$ cat src/rtl/pll_search_pkg.sv
package pll_search_pkg;

    typedef enum logic [3:0] {
        S_IDLE,
        S_LO,
        S_WAIT,
        S_LO_CHK,
        S_HI_CHK,
        S_N_CHK,
        S_CMP,
        S_NEXT,
        S_DONE
    } srch_state_t;

endpackage

$ cat src/rtl/pll_seq_div.sv
// Shift-subtract unsigned divider, one quotient bit per cycle.
module pll_seq_div #(
    parameter int W = 40,
    localparam int CW = $clog2(W + 1)
) (
    input  logic         clk,
    input  logic         rst_n,
    input  logic         go,
    input  logic [W-1:0] num,
    input  logic [W-1:0] den,
    output logic         done,
    output logic [W-1:0] quot
);
    logic          run;
    logic [CW-1:0] cnt;
    logic [W-1:0]  rem;
    logic [W-1:0]  den_r;
    logic [W:0]    trial;

    assign trial = {rem, quot[W-1]};

    always_ff @(posedge clk or negedge rst_n) begin
        if (!rst_n) begin
            run   <= 1'b0;
            cnt   <= '0;
            rem   <= '0;
            den_r <= '0;
            quot  <= '0;
            done  <= 1'b0;
        end else begin
            done <= 1'b0;
            if (go && !run) begin
                run   <= 1'b1;
                cnt   <= CW'(W);
                rem   <= '0;
                den_r <= den;
                quot  <= num;
            end else if (run) begin
                if (trial >= {1'b0, den_r}) begin
                    rem  <= W'(trial - {1'b0, den_r});
                    quot <= {quot[W-2:0], 1'b1};
                end else begin
                    rem  <= trial[W-1:0];
                    quot <= {quot[W-2:0], 1'b0};
                end
                cnt <= cnt - 1'b1;
                if (cnt == CW'(1)) begin
                    run  <= 1'b0;
                    done <= 1'b1;
                end
            end
        end
    end
endmodule

$ cat src/rtl/pll_abs_diff.sv
module pll_abs_diff #(
    parameter int W = 40
) (
    input  logic [W-1:0] a,
    input  logic [W-1:0] b,
    output logic [W-1:0] y
);
    always_comb begin
        if (a >= b) y = a - b;
        else        y = b - a;
    end
endmodule

$ cat src/rtl/pll_div_search.sv
module pll_div_search
    import pll_search_pkg::*;
#(
    parameter int FW       = 32,
    parameter int IDIV_MAX = 7,
    parameter int NMUL_MIN = 10,
    parameter int NMUL_MAX = 125,
    parameter int OLOG_MAX = 3,
    parameter int ERR_INIT = 1000000,
    localparam int DW  = FW + 8,
    localparam int IW  = $clog2(IDIV_MAX + 1),
    localparam int NW  = $clog2(NMUL_MAX + 1),
    localparam int OLW = $clog2(OLOG_MAX + 1),
    localparam int OW  = OLOG_MAX + 1
) (
    input  logic                 clk,
    input  logic                 rst_n,
    input  logic                 start,
    input  logic signed [FW-1:0] fin_khz,
    input  logic signed [FW-1:0] fout_khz,
    input  logic [FW-1:0]        lane_min_kbps,
    input  logic [FW-1:0]        lane_max_kbps,
    output logic                 busy,
    output logic                 done,
    output logic [IW-1:0]        idf,
    output logic [NW-1:0]        ndiv,
    output logic [OW-1:0]        odf,
    output logic [OLW-1:0]       odf_log2,
    output logic                 err_inval,
    output logic                 no_solution
);
    srch_state_t state, state_d, ret_st;

    logic [DW-1:0]  fin_r, fout_r, vmin_r, vmax_r, best_r;
    logic [IW-1:0]  i_r;
    logic [OLW-1:0] olog_r;
    logic [NW-1:0]  nmin_r, nmax_r, n_r;
    logic           found_r;

    logic           div_go, div_done;
    logic [DW-1:0]  div_num, div_den, q, delta, io;
    logic           bad_args, lo_stop, n_bad, last_o, last_i;

    pll_seq_div #(.W(DW)) u_div (
        .clk  (clk),
        .rst_n(rst_n),
        .go   (div_go),
        .num  (div_num),
        .den  (div_den),
        .done (div_done),
        .quot (q)
    );

    pll_abs_diff #(.W(DW)) u_err (
        .a(q),
        .b(fout_r),
        .y(delta)
    );

    assign bad_args = (fin_khz <= 0) || (fout_khz <= 0);
    assign io       = DW'(i_r) << olog_r;
    assign lo_stop  = (q + 1'b1) >= DW'(NMUL_MAX);
    assign n_bad    = (q < DW'(nmin_r)) || (q > DW'(nmax_r));
    assign last_o   = (olog_r == OLW'(OLOG_MAX));
    assign last_i   = (i_r == IW'(IDIV_MAX));
    assign busy     = (state != S_IDLE);

    // next-state logic
    always_comb begin
        state_d = state;
        unique case (state)
            S_IDLE:   if (start) state_d = bad_args ? S_DONE : S_LO;
            S_LO:     state_d = S_WAIT;
            S_WAIT:   if (div_done) state_d = ret_st;
            S_LO_CHK: state_d = lo_stop ? S_DONE : S_WAIT;
            S_HI_CHK: state_d = S_WAIT;
            S_N_CHK:  state_d = n_bad ? S_NEXT : S_WAIT;
            S_CMP:    state_d = (delta == '0) ? S_DONE : S_NEXT;
            S_NEXT:   state_d = !last_o ? S_WAIT : (!last_i ? S_LO : S_DONE);
            S_DONE:   state_d = S_IDLE;
            default:  state_d = S_IDLE;
        endcase
    end

    // state register
    always_ff @(posedge clk or negedge rst_n) begin
        if (!rst_n) state <= S_IDLE;
        else        state <= state_d;
    end

    // datapath and outputs
    always_ff @(posedge clk or negedge rst_n) begin
        if (!rst_n) begin
            ret_st <= S_IDLE;
            fin_r <= '0; fout_r <= '0; vmin_r <= '0; vmax_r <= '0; best_r <= '0;
            i_r <= '0; olog_r <= '0; nmin_r <= '0; nmax_r <= '0; n_r <= '0;
            found_r <= 1'b0;
            div_go <= 1'b0; div_num <= '0; div_den <= '0;
            done <= 1'b0; idf <= '0; ndiv <= '0; odf <= '0; odf_log2 <= '0;
            err_inval <= 1'b0; no_solution <= 1'b0;
        end else begin
            div_go <= 1'b0;
            done   <= (state == S_DONE);
            unique case (state)
                S_IDLE: if (start) begin
                    fin_r       <= DW'($unsigned(fin_khz));
                    fout_r      <= DW'($unsigned(fout_khz));
                    vmin_r      <= DW'(lane_min_kbps) << (OLOG_MAX + 1);
                    vmax_r      <= DW'(lane_max_kbps) << 1;
                    best_r      <= DW'(ERR_INIT);
                    i_r         <= IW'(1);
                    olog_r      <= '0;
                    found_r     <= 1'b0;
                    idf         <= '0;
                    ndiv        <= '0;
                    odf         <= '0;
                    odf_log2    <= '0;
                    err_inval   <= bad_args;
                    no_solution <= 1'b0;
                end
                S_LO: begin
                    div_go  <= 1'b1;
                    div_num <= vmin_r * DW'(i_r);
                    div_den <= fin_r << 1;
                    ret_st  <= S_LO_CHK;
                end
                S_WAIT: ;
                S_LO_CHK: if (!lo_stop) begin
                    nmin_r  <= ((q + 1'b1) < DW'(NMUL_MIN)) ? NW'(NMUL_MIN) : NW'(q + 1'b1);
                    div_go  <= 1'b1;
                    div_num <= vmax_r * DW'(i_r);
                    div_den <= fin_r << 1;
                    ret_st  <= S_HI_CHK;
                end
                S_HI_CHK: begin
                    nmax_r  <= (q > DW'(NMUL_MAX)) ? NW'(NMUL_MAX) : NW'(q);
                    div_go  <= 1'b1;
                    div_num <= ((DW'(i_r) * fout_r) << olog_r) + (fin_r >> 1);
                    div_den <= fin_r;
                    ret_st  <= S_N_CHK;
                end
                S_N_CHK: if (!n_bad) begin
                    n_r     <= NW'(q);
                    div_go  <= 1'b1;
                    div_num <= (fin_r * q) + (io >> 1);
                    div_den <= io;
                    ret_st  <= S_CMP;
                end
                S_CMP: if (delta < best_r) begin
                    best_r   <= delta;
                    idf      <= i_r;
                    ndiv     <= n_r;
                    odf      <= OW'(1) << olog_r;
                    odf_log2 <= olog_r;
                    found_r  <= 1'b1;
                end
                S_NEXT: begin
                    if (!last_o) begin
                        olog_r  <= olog_r + 1'b1;
                        div_go  <= 1'b1;
                        div_num <= ((DW'(i_r) * fout_r) << (olog_r + 1'b1)) + (fin_r >> 1);
                        div_den <= fin_r;
                        ret_st  <= S_N_CHK;
                    end else if (!last_i) begin
                        i_r    <= i_r + 1'b1;
                        olog_r <= '0;
                    end
                end
                S_DONE: no_solution <= !err_inval && !found_r;
                default: ;
            endcase
        end
    end
endmodule

$ cat config.mk
export PLATFORM = sky130hd
export DESIGN_NAME = pll_div_search
export DESIGN_NICKNAME = d
export VERILOG_FILES = /design/src/rtl/pll_search_pkg.sv /design/src/rtl/pll_seq_div.sv /design/src/rtl/pll_abs_diff.sv /design/src/rtl/pll_div_search.sv
export SDC_FILE = /design/constraint.sdc
export NUM_CORES = 2
export LEC_CHECK = 0
export ABC_AREA = 1
export BUFFER_PORTS_ARGS = -buffer_cell sky130_fd_sc_hd__buf_4
export CAP_MARGIN = 40
export CORE_MARGIN = 2
export CORE_UTILIZATION = 59
export CTS_BUF_LIST = sky130_fd_sc_hd__clkbuf_8 sky130_fd_sc_hd__clkbuf_16
export CTS_CLUSTER_SIZE = 10
export DETAILED_ROUTE_END_ITERATION = 8
export GPL_TIMING_DRIVEN = 0
export PLACE_DENSITY = 0.74
export SKIP_LAST_GASP = 1
export SYNTH_ARGS = -nofsm -noshare
export SYNTH_HDL_FRONTEND = slang
export SYNTH_HIERARCHICAL = 1
export SYNTH_SLANG_ARGS = --single-unit
$ cat constraint.sdc
create_clock -name clk -period 10.2 [get_ports clk]
set_input_delay 2.04 -clock clk [delete_from_list [all_inputs] [get_ports clk]]
set_output_delay 2.04 -clock clk [all_outputs]
set_load 0.005 [all_outputs]
==> qor.yml <==
outcome:
  status: "finished clean"
synth:
  ys_seq_area_share_pct: 15.4
  synth_cell_types: 67
  syn_inst: 10291
  async_flop_share_pct: 100
  synth_top_flop_cell: "dfrtp_1"
  synth_top_area_share_pct: 21.8
  syn_area_per_cell_um2: 6.68
  ys_warn_count: 6
  yosys.area.top_type: "fa_1"
  synth_edf_count: 0
  syn_area_um2: 68700
  synth_area_leaders: "fa_1 (22%), nand2_1 (19%), dfrtp_1 (15%)"
  ys_ff_latch: 423
power:
  p_per_area_nw_per_um2: 49.7
  leakagePower_nw: 43.2
  peakVddDrop_v: 0.000126
  total_power_mw: 3.69
critical_path:
  crit_fanout: 10
  cp.required_ns: 10.73
  crit_arrival_ns: 10.42
  critPathCaptureType: "flip-flop"
  worst-r2r-setup-slack_ns: 0.31
  worstSetupStartpointType: "flip-flop"
  cpMostUsedCell: "fa_1"
  critPathKind: "reg2reg"
  slowest_stage: "dfrtp_1"
  cp-startpoint: "fin_r[13]$_DFFE_PN0P_"
  crit-reg2reg-launch: "fin_r[13]$_DFFE_PN0P_"
  cpPeakStageDelay_ns: 0.85
place:
  place_worst_setup_slack_ns: 0.477
  gp_congestion: 1.09
  port_buffers: 150
  hpwl_mm: 220
clock_network:
  cts-hold-fix-buffers: 0
  htreeDepth: 2
  root_buffer: "clkbuf_16"
  clk_pin_slew_ns: 0.06
  numCtsBuffers: 54
  post_cts_buffers: 0
  cts_tree: "built"
  cts_sinks: 423
  clock_path_buffers: 3
  clk_latency_ns: 0.67
worst_hold_path:
  hold_path.startpoint: "div_num[10]$_DFFE_PN0P_"
  hold_class: "reg2reg"
floorplanning:
  die_area_um2: 119000
  coreArea_um2: 116000
  die_x_um: 345
  io_pins: 151
  initial_core_util_pct: 59.3
  die_y_um: 345
  rows: 125
grt:
  use_met2_pct: 66.1
  grt_use_total_pct: 43.5
  grt.busiest_layer: "met2"
  grt_first_pass_wirelength_mm: 392
  grt_max_degree: 124
  grt_use_met3_pct: 12.7
  overflow: 0
  grt_util_met1_pct: 55.8
  first_global_vias: 66389
  antenna_found_initial: 12
cells_and_area:
  fillers: 10838
  fin_nets: 11930
  drive_gt1_share_pct: 4.99
  multi_input_area_um2: 47600
  synthToLayoutAreaGrowth_pct: 7.97
  utilization_pct: 64.0
  seqCellArea_um2: 10600
sta:
  fmax_ghz: 0.101
  tightest_slew_ns: 1.03
  setup_slack_ns: 0.309
  clock-skew-final_ns: 0.0283
  rsz0062_at_grt: "false"
  slew_headroom_pct: 31.4
  tns_ns: 0
  final-hold-violation-count: 0
  finalSetupViolCount: 0
  slew_violations: 0
  min_period_ns: 9.89
  min_period_over_period_pct: 97.0
drt:
  dr.first_iter.drc_count: 7598
  viasPerCell: 5.62
  drc_errors: 0
  ant_nets: 0
  wl_mm: 261
  drt_pass1_iterations: 8
  num_vias: 68136
  wl_per_cell_um: 21.5
run:
  cap_violations: 0
-- path summary, 6_finish.rpt --
kind                                             endpoint  cells past startpoint
worst max-delay path              div_num[27]$_DFFE_PN0P_                     31
worst min-delay path              div_num[10]$_DFFE_PN0P_                      2
worst max register to register    div_num[27]$_DFFE_PN0P_                     31
worst min register to register    div_num[10]$_DFFE_PN0P_                      2
max in group asynchronous          vmin_r[20]$_DFFE_PN0P_                      4
min in group asynchronous       u_div/rem[23]$_DFFE_PN0P_                      1
-- critical path, delay by kind of cell (launching register included) --
family                   cells  cell delay, ns
buffers and inverters        9            2.03
AO/OA/AOI/OAI                6            1.80
flip-flops                   1            0.85
adder cells (fa/ha/maj)      9            4.21
AND/OR/NAND/NOR              7            0.85
-- report_power, final --
group	internal, mW	leakage, nW	total, mW	switching [mW]
combinational	0.0504	36.5	0.143	0.0927
sequential	1.68	5.81	1.68	0
clock	1.08	0.851	1.87	0.789
total	2.81	43.2	3.69	0.882
-- layout by cell type, fill, tap and decap left out, drive strengths merged, types with 10 or more instances in the layout --
cell type	Yosys	routed
nand3	398	398
clkbuf	261	322
nand2	3529	3529
or2	39	39
clkinv	5	10
o21ai	437	437
xnor2	73	73
nand4	56	56
nand3b	20	20
a21o	21	21
fa	749	749
a21oi	370	370
xor2	115	115
o221ai	16	16
o2111ai	16	16
inv	2363	2375
ha	482	482
o21bai	29	29
and2	11	11
nor3	61	61
a31oi	30	30
o211ai	25	25
dfrtp	423	423
a22oi	34	34
buf	127	325
nor4	41	41
nor2	500	500
conb	1	22
-- through the flow --
step	instances	cell area, um^2	hold slack [ns]
6_report	12124	74200	0.472
3_3_place_gp	11986	71800	0.455
5_1_grt	12120	74200	0.499
3_5_place_dp	12034	72500	0.459
4_1_cts	12117	74200	0.473
2_1_floorplan	10312	68800	0.431
-- flip-flops by register name, indices dropped and copies added (netlist names), 32 cells and up --
| name | cells |
|---|---|
| u_div/den_r | 40 |
| fin_r | 32 |
| best_r | 40 |
| vmin_r | 32 |
| fout_r | 32 |
| vmax_r | 32 |
| u_div/quot | 40 |
| div_den | 33 |
| u_div/rem | 40 |
| div_num | 40 |
-- cells by family (layout without fill, tap and decap cells) --
family	Yosys count	after routing	synth area share, %
compound gates	1023	1023	8.42
xor+xnor	188	188	2.40
fa+ha+maj	1231	1231	30.6
buf+inv	2756	3039	15.5
flops	423	423	15.4
mux	8	8	0.117
other cells	1	27	0.00546
simple gates	4661	4661	27.6
-- per-layer routing --
metal / vias to the layer above / wire (um)
met3: 797 / 33200
met1: 32285 / 99200
met2: 3763 / 111000
met5: - / 184
li1: 31275 / -
met4: 16 / 17400
-- repair_timing --
| action | 4_1_cts | 5_1_grt |
|---|---|---|
| resized for setup | 0 | 1 |
| endpoints found under the hold margin | 0 | 0 |
| setup endpoints to repair | 0 | 2 |
-- layout make-up --
class                           instances  area share (%)
Antenna cell                            5          0.0169
Buffer                                387            2.38
Clock buffer                           60            1.95
Clock inverter                         23           0.309
Inverter                             2368            12.0
Multi-Input combinational cell       7133            64.1
Sequential cell                       423            14.3
Tap cell                             1524            2.57
Timing Repair Buffer                  201            2.44
-- synth_stat cells (32+ instances only) --
library cell / number
xnor2_1: 73
fa_1: 749
buf_2: 33
buf_1: 52
nand3_1: 373
a21oi_1: 363
nand2_1: 3505
clkbuf_1: 253
nor4_1: 41
or2_2: 32
ha_1: 482
nand4_1: 55
nor2_1: 472
a22oi_1: 34
inv_1: 2342
o21ai_0: 369
nor3_1: 49
dfrtp_1: 423
o21ai_1: 51
xor2_1: 115
(Power assumes the default switching activity.)
